**src/rtl/wpost_pkg.sv**
```systemverilog
package wpost_pkg;

  typedef enum logic [1:0] {
    ENG_IDLE = 2'd0,
    ENG_REQ  = 2'd1,
    ENG_DATA = 2'd2
  } eng_state_e;

  // Length of the next burst: one beat for a fixed-address write,
  // otherwise everything queued up to the burst size.
  function automatic int burst_len_pick(int queued, int max_beats, bit single);
    if (single) return 1;
    if (queued < max_beats) return queued;
    return max_beats;
  endfunction

  // A burst is wanted when data is queued and any drain reason holds.
  function automatic bit burst_wanted(int queued, int max_beats, bit expired,
                                      bit flushing, bit single);
    if (queued == 0) return 1'b0;
    return (queued >= max_beats) || expired || flushing || single;
  endfunction

endpackage

```
**src/rtl/wpost_fifo.sv**
```systemverilog
module wpost_fifo #(
  parameter int DW    = 32,
  parameter int DEPTH = 8,
  localparam int PW   = (DEPTH > 1) ? $clog2(DEPTH) : 1,
  localparam int CW   = $clog2(DEPTH + 1)
) (
  input  logic          clk,
  input  logic          rst_n,
  input  logic          push,
  input  logic [DW-1:0] wdata,
  input  logic          pop,
  output logic [DW-1:0] rdata,
  output logic [CW-1:0] count,
  output logic          full,
  output logic          empty
);

  logic [DW-1:0] store [DEPTH];
  logic [PW-1:0] wp, rp;

  function automatic logic [PW-1:0] ptr_next(logic [PW-1:0] p);
    return (p == PW'(DEPTH - 1)) ? '0 : p + PW'(1);
  endfunction

  always_ff @(posedge clk) begin
    if (push) store[wp] <= wdata;
  end

  always_ff @(posedge clk) begin
    if (!rst_n) begin
      wp    <= '0;
      rp    <= '0;
      count <= '0;
    end else begin
      if (push) wp <= ptr_next(wp);
      if (pop)  rp <= ptr_next(rp);
      if (push && !pop)      count <= count + CW'(1);
      else if (pop && !push) count <= count - CW'(1);
    end
  end

  assign rdata = store[rp];
  assign full  = (count == CW'(DEPTH));
  assign empty = (count == '0);

endmodule

```
**src/rtl/wpost_timer.sv**
```systemverilog
module wpost_timer #(
  parameter int PERIOD = 160,
  localparam int TW    = $clog2(PERIOD + 1)
) (
  input  logic clk,
  input  logic rst_n,
  input  logic restart,
  input  logic idle,
  output logic expired
);

  logic [TW-1:0] cnt;

  always_ff @(posedge clk) begin
    if (!rst_n)                   cnt <= '0;
    else if (restart || idle)     cnt <= '0;
    else if (cnt != TW'(PERIOD))  cnt <= cnt + TW'(1);
  end

  assign expired = (cnt == TW'(PERIOD));

endmodule

```
**src/rtl/wpost_burst_eng.sv**
```systemverilog
module wpost_burst_eng
  import wpost_pkg::*;
#(
  parameter int AW    = 32,
  parameter int BURST = 4,
  parameter int CW    = 4,
  parameter int LW    = 3
) (
  input  logic          clk,
  input  logic          rst_n,
  input  logic [CW-1:0] queued,
  input  logic          expired,
  input  logic          flushing,
  input  logic          single_pend,
  input  logic          addr_load,
  input  logic [AW-1:0] addr_val,
  input  logic          mem_gnt,
  input  logic          mem_ack,
  output logic          mem_req,
  output logic [AW-1:0] mem_addr,
  output logic [LW-1:0] mem_len,
  output logic          mem_wvalid,
  output logic          pop,
  output logic          start,
  output logic          busy
);

  eng_state_e    state;
  logic [LW-1:0] len_q, beat_q, len_pick;
  logic [AW-1:0] head_q, base_q;
  logic          solo_cur;
  logic          last_beat;

  assign len_pick  = LW'(burst_len_pick(32'(queued), BURST, single_pend));
  assign start     = (state == ENG_IDLE) &&
                     burst_wanted(32'(queued), BURST, expired, flushing, single_pend);
  assign last_beat = (beat_q == len_q - LW'(1));
  assign pop       = (state == ENG_DATA) && mem_ack;
  assign busy      = (state != ENG_IDLE);

  always_ff @(posedge clk) begin
    if (!rst_n) begin
      state    <= ENG_IDLE;
      len_q    <= '0;
      beat_q   <= '0;
      head_q   <= '0;
      base_q   <= '0;
      solo_cur <= 1'b0;
    end else begin
      // head_q tracks the address of the oldest queued word
      if (addr_load)              head_q <= addr_val;
      else if (pop && !solo_cur)  head_q <= head_q + AW'(1);

      case (state)
        ENG_IDLE: if (start) begin
          state    <= ENG_REQ;
          len_q    <= len_pick;
          base_q   <= head_q;
          solo_cur <= single_pend;
        end
        ENG_REQ: if (mem_gnt) begin
          state  <= ENG_DATA;
          beat_q <= '0;
        end
        ENG_DATA: if (mem_ack) begin
          beat_q <= beat_q + LW'(1);
          if (last_beat) state <= ENG_IDLE;
        end
        default: state <= ENG_IDLE;
      endcase
    end
  end

  assign mem_req    = (state == ENG_REQ);
  assign mem_addr   = base_q;
  assign mem_len    = len_q;
  assign mem_wvalid = (state == ENG_DATA);

endmodule

```
**src/rtl/wpost_burst_ctrl.sv**
```systemverilog
module wpost_burst_ctrl #(
  parameter int AW      = 32,
  parameter int DW      = 32,
  parameter int DEPTH   = 8,
  parameter int BURST   = 4,
  parameter int TIMEOUT = 160,
  localparam int CW     = $clog2(DEPTH + 1),
  localparam int LW     = $clog2(BURST) + 1
) (
  input  logic          clk,
  input  logic          rst_n,
  input  logic          host_wr,
  input  logic          host_autoinc,
  input  logic          host_addr_wr,
  input  logic [DW-1:0] host_wdata,
  output logic          host_rdy,
  output logic          mem_req,
  output logic [AW-1:0] mem_addr,
  output logic [LW-1:0] mem_len,
  input  logic          mem_gnt,
  output logic          mem_wvalid,
  output logic [DW-1:0] mem_wdata,
  input  logic          mem_ack
);

  // Named internal events, visible to the checker
  logic          flush_pend;   // a flushing host operation is waiting
  logic          quiet;        // queue empty, engine idle, nothing pending
  logic          push;
  logic          pop;
  logic          addr_take;
  logic          solo_take;
  logic          solo_q;
  logic          eng_start;
  logic          eng_busy;
  logic          tmo_expired;
  logic          fifo_full;
  logic          fifo_empty;
  logic [CW-1:0] fifo_count;

  assign flush_pend = host_addr_wr || (host_wr && !host_autoinc);
  assign quiet      = fifo_empty && !eng_busy && !solo_q;
  assign host_rdy   = flush_pend ? quiet : !fifo_full;
  assign addr_take  = host_addr_wr && host_rdy;
  assign push       = host_wr && !host_addr_wr && host_rdy;
  assign solo_take  = push && !host_autoinc;

  always_ff @(posedge clk) begin
    if (!rst_n)         solo_q <= 1'b0;
    else if (solo_take) solo_q <= 1'b1;
    else if (eng_start) solo_q <= 1'b0;
  end

  wpost_fifo #(.DW(DW), .DEPTH(DEPTH)) u_fifo (
    .clk   (clk),
    .rst_n (rst_n),
    .push  (push),
    .wdata (host_wdata),
    .pop   (pop),
    .rdata (mem_wdata),
    .count (fifo_count),
    .full  (fifo_full),
    .empty (fifo_empty)
  );

  wpost_timer #(.PERIOD(TIMEOUT)) u_timer (
    .clk     (clk),
    .rst_n   (rst_n),
    .restart (push),
    .idle    (fifo_empty),
    .expired (tmo_expired)
  );

  wpost_burst_eng #(.AW(AW), .BURST(BURST), .CW(CW), .LW(LW)) u_eng (
    .clk         (clk),
    .rst_n       (rst_n),
    .queued      (fifo_count),
    .expired     (tmo_expired),
    .flushing    (flush_pend),
    .single_pend (solo_q),
    .addr_load   (addr_take),
    .addr_val    (AW'(host_wdata)),
    .mem_gnt     (mem_gnt),
    .mem_ack     (mem_ack),
    .mem_req     (mem_req),
    .mem_addr    (mem_addr),
    .mem_len     (mem_len),
    .mem_wvalid  (mem_wvalid),
    .pop         (pop),
    .start       (eng_start),
    .busy        (eng_busy)
  );

endmodule

```
**config.mk**
```make
export PLATFORM = sky130hd
export DESIGN_NAME = wpost_burst_ctrl
export DESIGN_NICKNAME = d
export VERILOG_FILES = /design/src/rtl/wpost_pkg.sv /design/src/rtl/wpost_fifo.sv /design/src/rtl/wpost_timer.sv /design/src/rtl/wpost_burst_eng.sv /design/src/rtl/wpost_burst_ctrl.sv
export SDC_FILE = /design/constraint.sdc
export NUM_CORES = 1
export LEC_CHECK = 0
export BUFFER_PORTS_ARGS = -buffer_cell sky130_fd_sc_hd__buf_2
export CORE_ASPECT_RATIO = 1.5
export CORE_MARGIN = 5
export CORE_UTILIZATION = 43
export CTS_CLUSTER_SIZE = 25
export DETAILED_ROUTE_END_ITERATION = 12
export REMOVE_ABC_BUFFERS = 1
export SKIP_LAST_GASP = 1
export SLEW_MARGIN = 5
export SYNTH_ARGS = -nofsm -noshare
export SYNTH_HDL_FRONTEND = slang
export SYNTH_HIERARCHICAL = 1
export SYNTH_SLANG_ARGS = --single-unit
```
**constraint.sdc**
```tcl
create_clock -name clk -period 5.4 [get_ports clk]
set_input_delay 0.27 -clock clk [delete_from_list [all_inputs] [get_ports clk]]
set_output_delay 0.27 -clock clk [all_outputs]
set_load 0.02 [all_outputs]
```
* After elaboration in Yosys (flattened, before gate mapping) *
Memories as Yosys holds them, arrays and structs flattened. A register that Yosys moved wholly into a read port is not among the register bits.
Index checks and enable logic that the tools add are counted.

word-level totals
  flip-flop bits (word level) = 92
  bits of input ports = 39
  logic and storage cells = 102
  output and inout port bits = 70
  memories = 1
  memory bits (writable) = 256

cells by class
  $lt $le $gt $ge = 2
  add/subtract/negate cells = 8
  bitwise operators = 1
  muxes and demuxes = 30
  reductions and logical operators = 37
  equality and inequality tests = 12

memories
  memory        words  width  rd ports  clocked after memory_dff  wr ports  RTL line          RTL
  u_fifo.store  8      32     1         1                         1         wpost_fifo.sv:18  logic [DW-1:0] store [DEPTH];

operators by type and width
  operator                                               number
  2-to-1 mux 32 bit                                      2
  adder 32 x 1 -> 32 bit, second input constant          1
  2-to-1 mux 3 bit                                       9
  logical AND 1 bit                                      12
  2-to-1 mux 1 bit                                       11
  nonzero test 2 bit                                     5
  adder 3 x 1 -> 3 bit, second input constant            3
  adder 8 x 1 -> 8 bit, second input constant            1
  equality test 8 bit, second input constant             1
  logical NOT 1 bit                                      8
  logical NOT 4 bit                                      2
  2-to-1 mux 2 bit                                       4
  2-to-1 mux 4 bit                                       2
  inequality test 8 bit, second input constant           1
  equality test 3 bit, second input constant             2
  inequality test 2 x 1 -> 1 bit, second input constant  3
  one-hot mux 2 bit (3 select lines)                     1
  one-hot mux 3 bit (2 select lines)                     1
  logical OR 1 bit                                       5
  adder 4 x 1 -> 4 bit, second input constant            1
  equality test 4 bit, second input constant             1
  >= comparator 4 x 3 -> 1 bit, second input constant    1
  < comparator 4 x 3 -> 1 bit, second input constant     1
  AND reduction 4 bit                                    1
  11 further kinds                                       11

* Depth between registers and ports, before layout *
  word-level depth = 10
  depth in mapped cells = 13
  gate-level depth less buffers = 11

* Cells and area by module *
The synthesis kept the hierarchy.

modules (own cells, without submodules)
  module            times used  cells an instance  area an instance (um^2)  seq. area each (um^2)
  wpost_fifo        1           443                10422.5                  7947.6
  wpost_burst_eng   1           453                3661.0                   1461.4
  wpost_timer       1           47                 405.4                    160.2
  wpost_burst_ctrl  1           12                 96.3                     20.0

* Least setup slack after synthesis *
Ideal clock, no wire load.

  kind = register -> register
  start = register u_fifo.count[0]
  end = memory u_fifo.store[0][0] (enable)
  slack = 0.715 ns
  stages on the path, launching flop included = 7
  path buffers = 0
  setup time = 0.461 ns
  clock period less this slack = 4.685 ns
  data arrival time = 4.224 ns
  cell sequence = dfxtp_1 > nor4_1 > or3b_1 > or3_1 > o31ai_1 > nand2b_1 > nor3_1

on the way
  cells in the longest elaborated chain, start to end = 7
  elaborated cells on any way between the ends = 9
  classes of those cells = 1 x eq/ne; 3 x mux; 5 x reduce/logical

ends and longest elaborated chain
  item                                    RTL line                RTL
  start, declared                         wpost_fifo.sv:13        output logic [CW-1:0] count,
  start signal, assigned                  wpost_fifo.sv:37        if (push && !pop) count <= count + CW'(1);
  start signal, assigned                  wpost_fifo.sv:38        else if (pop && !push) count <= count - CW'(1);
  logical NOT 4 bit                       wpost_fifo.sv:44        assign empty = (count == '0);
  named net fifo_empty                    wpost_burst_ctrl.sv:38  logic fifo_empty;
  logical AND 1 bit (2 in series)         wpost_burst_ctrl.sv:42  assign quiet = fifo_empty && !eng_busy && !solo_q;
  2-to-1 mux 1 bit                        wpost_burst_ctrl.sv:43  assign host_rdy = flush_pend ? quiet : !fifo_full;
  logical AND 1 bit                       wpost_burst_ctrl.sv:45  assign push = host_wr && !host_addr_wr && host_rdy;
  named net push                          wpost_burst_ctrl.sv:29  logic push;
  2-to-1 mux 1 bit                        wpost_fifo.sv:26        if (push) store[wp] <= wdata;
  2-to-1 mux 1 bit (not written as such)  wpost_fifo.sv:26
  end, declared                           wpost_fifo.sv:18

The timed path passes the listed nets, and every way through them passes these cells.

* Worst setup path in the final report *
  start = register u_fifo.count[0]
  end = memory u_fifo.store[2][29] (enable)

Same word-level chain as after synthesis.

==> impl_metrics.xml <==
<?xml version="1.0" encoding="UTF-8"?>
<metrics>
  <group name="status">
    <metric name="outcome" unit="">finished clean</metric>
  </group>
  <group name="global_route">
    <metric name="first_global_vias" unit="">8751</metric>
    <metric name="initial_antenna_violation_count" unit="">0</metric>
    <metric name="globalRouteTotalUtil" unit="%">17.1</metric>
    <metric name="largest_net_degree_at_the_start_of_global_routing" unit="">52</metric>
    <metric name="grt_pass1_wl" unit="um">50300</metric>
    <metric name="gr-total-overflow" unit="">0</metric>
  </group>
  <group name="floorplanning">
    <metric name="fp-row-count" unit="">82</metric>
    <metric name="core_area" unit="um^2">33400</metric>
    <metric name="die-area" unit="um^2">37800</metric>
    <metric name="floorplan.io_pins" unit="">109</metric>
    <metric name="die_y" unit="um">236</metric>
    <metric name="chipWidth" unit="um">160</metric>
    <metric name="start_util" unit="%">43.6</metric>
  </group>
  <group name="clocking">
    <metric name="post_cts.repair.setup_buffers" unit="">0</metric>
    <metric name="tritoncts_num_sinks" unit="">351</metric>
    <metric name="number_of_cts_inserted_buffers" unit="">35</metric>
    <metric name="clock_tree.root_cell" unit="">clkbuf_16</metric>
    <metric name="post_cts.resized_instances" unit="">0</metric>
    <metric name="clk_path_buf_depth" unit="">3</metric>
    <metric name="worst_skew_late_latency" unit="ns">0.52</metric>
    <metric name="htreeDepth" unit="">2</metric>
    <metric name="path_clk_slew" unit="ns">0.07</metric>
    <metric name="tritoncts" unit="">yes</metric>
    <metric name="ctsHoldBuffers" unit="">0</metric>
  </group>
  <group name="route">
    <metric name="post_detailed_route_drc_marker_count" unit="">0</metric>
    <metric name="route.vias.total" unit="">8412</metric>
    <metric name="wl_per_cell" unit="um">21.5</metric>
    <metric name="drt_pass1_iterations" unit="">5</metric>
    <metric name="viasPerCell" unit="">5.58</metric>
    <metric name="detail_route.wirelength" unit="um">32400</metric>
    <metric name="drtAntennaViolNets" unit="">0</metric>
    <metric name="detailed_router_s_first_iteration_violation_count" unit="">590</metric>
  </group>
  <group name="final_layout">
    <metric name="fraction_of_final_layout_cells_sized_beyond_drive_strength_1" unit="%">22.7</metric>
    <metric name="finish.utilization" unit="%">49.9</metric>
    <metric name="number_of_nets_in_the_finished_design" unit="">1112</metric>
    <metric name="finish.instance_area" unit="um^2">16700</metric>
    <metric name="layout_area_overhead" unit="%">14.5</metric>
    <metric name="fillers" unit="">2855</metric>
  </group>
  <group name="worst_setup_path">
    <metric name="rr_worst_depth" unit="">7</metric>
    <metric name="timing_worst_setup_path_type" unit="">reg -&gt; reg</metric>
    <metric name="regToRegEndpoint" unit="">u_fifo/store[2][29]</metric>
    <metric name="worst-endpoint-required" unit="ns">5.61</metric>
    <metric name="setup.worst_path.start_class" unit="">flip-flop</metric>
    <metric name="slack_of_the_worst_reg_to_reg_path" unit="ns">1.46</metric>
    <metric name="worst_ep_arrival_time" unit="ns">4.16</metric>
    <metric name="r2r-start" unit="">u_fifo/count[0]</metric>
    <metric name="crit_path_max_fanout" unit="">22</metric>
    <metric name="endpoint_kind" unit="">flip-flop</metric>
    <metric name="worst_setup_path_startpoint" unit="">u_fifo/count[0]</metric>
    <metric name="setup.worst_path.end" unit="">u_fifo/store[2][29]</metric>
  </group>
  <group name="sta">
    <metric name="rsz0062_at_grt" unit="">no</metric>
    <metric name="setup_tns" unit="ns">0</metric>
    <metric name="tightest_pin_transition" unit="ns">1.24</metric>
    <metric name="fin_crit_sh" unit="%">73.0</metric>
    <metric name="final-hold-violation-count" unit="">0</metric>
    <metric name="setup_viol" unit="">0</metric>
    <metric name="final_period_minus_worst_setup_slack" unit="ns">3.94</metric>
    <metric name="finalMaxSlewViolations" unit="">0</metric>
    <metric name="clock_skew" unit="ns">0.0113</metric>
    <metric name="maxSlewHeadroom" unit="%">17.4</metric>
    <metric name="achievable-frequency" unit="MHz">254</metric>
  </group>
  <group name="yosys">
    <metric name="synth_area" unit="um^2">14600</metric>
    <metric name="synthesis.instances" unit="">955</metric>
    <metric name="synth_async_sr_flop_share" unit="%">0</metric>
    <metric name="number_of_enable_flip_flop_cells_after_synthesis" unit="">256</metric>
    <metric name="per_instance_average_area_after_synthesis" unit="um^2">15.3</metric>
    <metric name="yosys_warnings" unit="">6</metric>
    <metric name="postSynthRegisterBits" unit="">351</metric>
    <metric name="dominantRegCellSynth" unit="">edfxtp_1</metric>
    <metric name="seq_area_frac_synth" unit="%">65.7</metric>
    <metric name="ys_types" unit="">61</metric>
  </group>
  <group name="placed_design">
    <metric name="post_dp_cell_area" unit="um^2">15600</metric>
    <metric name="portBuffers" unit="">108</metric>
    <metric name="detailed_place_hpwl" unit="um">20400</metric>
    <metric name="gp_congestion" unit="">0.790</metric>
  </group>
  <group name="worst_hold_path">
    <metric name="min_path_type" unit="">in -&gt; reg</metric>
    <metric name="timing.hold.worst_path_depth" unit="">1</metric>
  </group>
  <group name="pwr">
    <metric name="static-leakage-power" unit="nW">5.62</metric>
    <metric name="max-vdd-ir-drop" unit="mV">0.428</metric>
    <metric name="design_power_total" unit="mW">7.13</metric>
    <metric name="power_density_of_the_placed_cells" unit="nW/um^2">427</metric>
  </group>
  <group name="flow_run">
    <metric name="count_of_maximum_capacitance_violations" unit="">0</metric>
  </group>
</metrics>
metrics by stage:
step                      setup WS (ns)  hold WS (ns)  instances
final                              1.46        0.0433       1507
after global routing               1.20        0.0471       1506
after detailed placement           1.48         0.460       1443
after CTS                          1.40        0.0269       1506
after global placement             1.53         0.455       1443
after floorplan                   0.715         0.369        900
synth_stat cells (4+ instances only):
| master | count | share of area (%) |
|---|---|---|
| edfxtp_1 | 256 | 53 |
| mux4_2 | 24 | 3.7 |
| a21boi_0 | 37 | 1.9 |
| buf_6 | 8 | 0.62 |
| xor2_1 | 7 | 0.42 |
| inv_1 | 14 | 0.36 |
| nand2_1 | 103 | 2.7 |
| buf_2 | 6 | 0.21 |
| ha_1 | 12 | 1.0 |
| mux2_2 | 32 | 2.5 |
| a21o_1 | 4 | 0.21 |
| or4_1 | 7 | 0.36 |
| o21ai_0 | 32 | 1.1 |
| nor2_1 | 24 | 0.62 |
| mux2i_1 | 6 | 0.41 |
| and3_1 | 5 | 0.21 |
| nand2b_1 | 11 | 0.47 |
| nor2b_1 | 12 | 0.51 |
| nand3_1 | 23 | 0.79 |
| and2_1 | 5 | 0.21 |
| nor4_1 | 14 | 0.60 |
| dfxtp_1 | 95 | 13 |
| clkbuf_1 | 33 | 0.85 |
| xnor2_1 | 15 | 0.90 |
| a211oi_1 | 8 | 0.41 |
| nor3b_1 | 4 | 0.21 |
| nand4_1 | 15 | 0.64 |
| mux4_1 | 40 | 7.2 |
| a31oi_1 | 5 | 0.21 |
| buf_1 | 7 | 0.18 |
| o211a_1 | 7 | 0.48 |
| nor3_1 | 16 | 0.55 |
| a21oi_1 | 13 | 0.45 |
| or3_1 | 7 | 0.30 |
| o31ai_1 | 4 | 0.21 |
| and4_1 | 8 | 0.48 |
cells by family after synthesis:
kind of cell / after synthesis / synth area share [%]
simple gates: 271 / 9.76
buf+inv: 69 / 2.25
fa+ha+maj: 13 / 1.17
flops: 351 / 65.7
mux: 102 / 13.8
xor+xnor: 22 / 1.32
compound gates: 127 / 5.96
layout by cell type, fill, tap and decap left out, types with 8 or more instances in the layout:
master / synthesis / final
nand2_1: 103 / 103
nor2_1: 24 / 17
ha_1: 12 / 12
a211oi_1: 8 / 8
buf_4: 0 / 15
mux4_2: 24 / 24
nand2b_1: 11 / 11
edfxtp_1: 256 / 256
buf_2: 6 / 108
dfxtp_1: 95 / 92
nor3_1: 16 / 14
clkbuf_16: 0 / 38
a21boi_0: 37 / 37
clkbuf_1: 33 / 12
nor2b_1: 12 / 12
xnor2_1: 15 / 15
mux2_2: 32 / 32
mux4_1: 40 / 40
nor4_1: 14 / 13
nand3_1: 23 / 23
a21oi_1: 13 / 13
o21ai_0: 32 / 32
nand4_1: 15 / 15
and4_1: 8 / 8
inv_1: 14 / 14
routing by layer:
layer | track usage, % | vias up | routed length (um)
met5 | 0 | - | 0
met4 | 5.84 | 0 | 1000
met3 | 3.24 | 56 | 1580
met2 | 30.0 | 207 | 16700
met1 | 21.3 | 4199 | 13200
li1 | - | 3950 | -
critical path, cell delays in order, from the launching register on:
cell and delay [ns]:
dfxtp_1 0.38, nor4_1 0.49, or3b_1 0.45, or3_1 0.40, o31ai_1 0.29, nand2b_1 0.46, nor2_4 0.82, buf_4 0.34
sequential cells by signal, indices dropped and copies added (netlist names), named ones only:
name            flops
u_eng/mem_len       3
u_fifo/count        4
u_eng/solo_cur      1
solo_q              1
u_fifo/wp           3
u_timer/cnt         8
u_eng/beat_q        3
u_eng/mem_addr     32
u_eng/head_q       32
u_fifo/store      256
u_fifo/rp           3
u_eng/state         2
cell type report:
type                    count  area (um^2)  share of cell area, %
flip-flops and latches    351         9600                   57.5
multi-input cells         535         4730                   28.3
clock buffers              52         1020                   6.13
repair buffers            123          653                   3.91
well taps                 420          526                   3.15
clock inverters            11          113                  0.674
inverters                  14         52.6                  0.315
diodes                      1         2.50                 0.0150
how the worst min path moves through the flow:
stage                       start             endpoint  slack, ns
2_1_floorplan       host_wdata[0]   u_fifo/store[0][0]       0.37
3_3_place_gp    u_eng/mem_addr[2]    u_eng/mem_addr[2]       0.45
3_5_place_dp   u_eng/mem_addr[18]   u_eng/mem_addr[18]       0.46
4_1_cts            host_wdata[11]  u_fifo/store[6][11]       0.03
5_1_grt            host_wdata[25]  u_fifo/store[3][25]       0.05
6_report           host_wdata[16]  u_fifo/store[5][16]       0.04
power by group:
part           switching, mW  internal (mW)  total, mW  leakage [nW]
clock                  0.981           1.42       2.40         0.553
combinational          0.824          0.498       1.32          1.98
sequential             0.284           3.13       3.41          3.08
(Power assumes the default switching activity.)
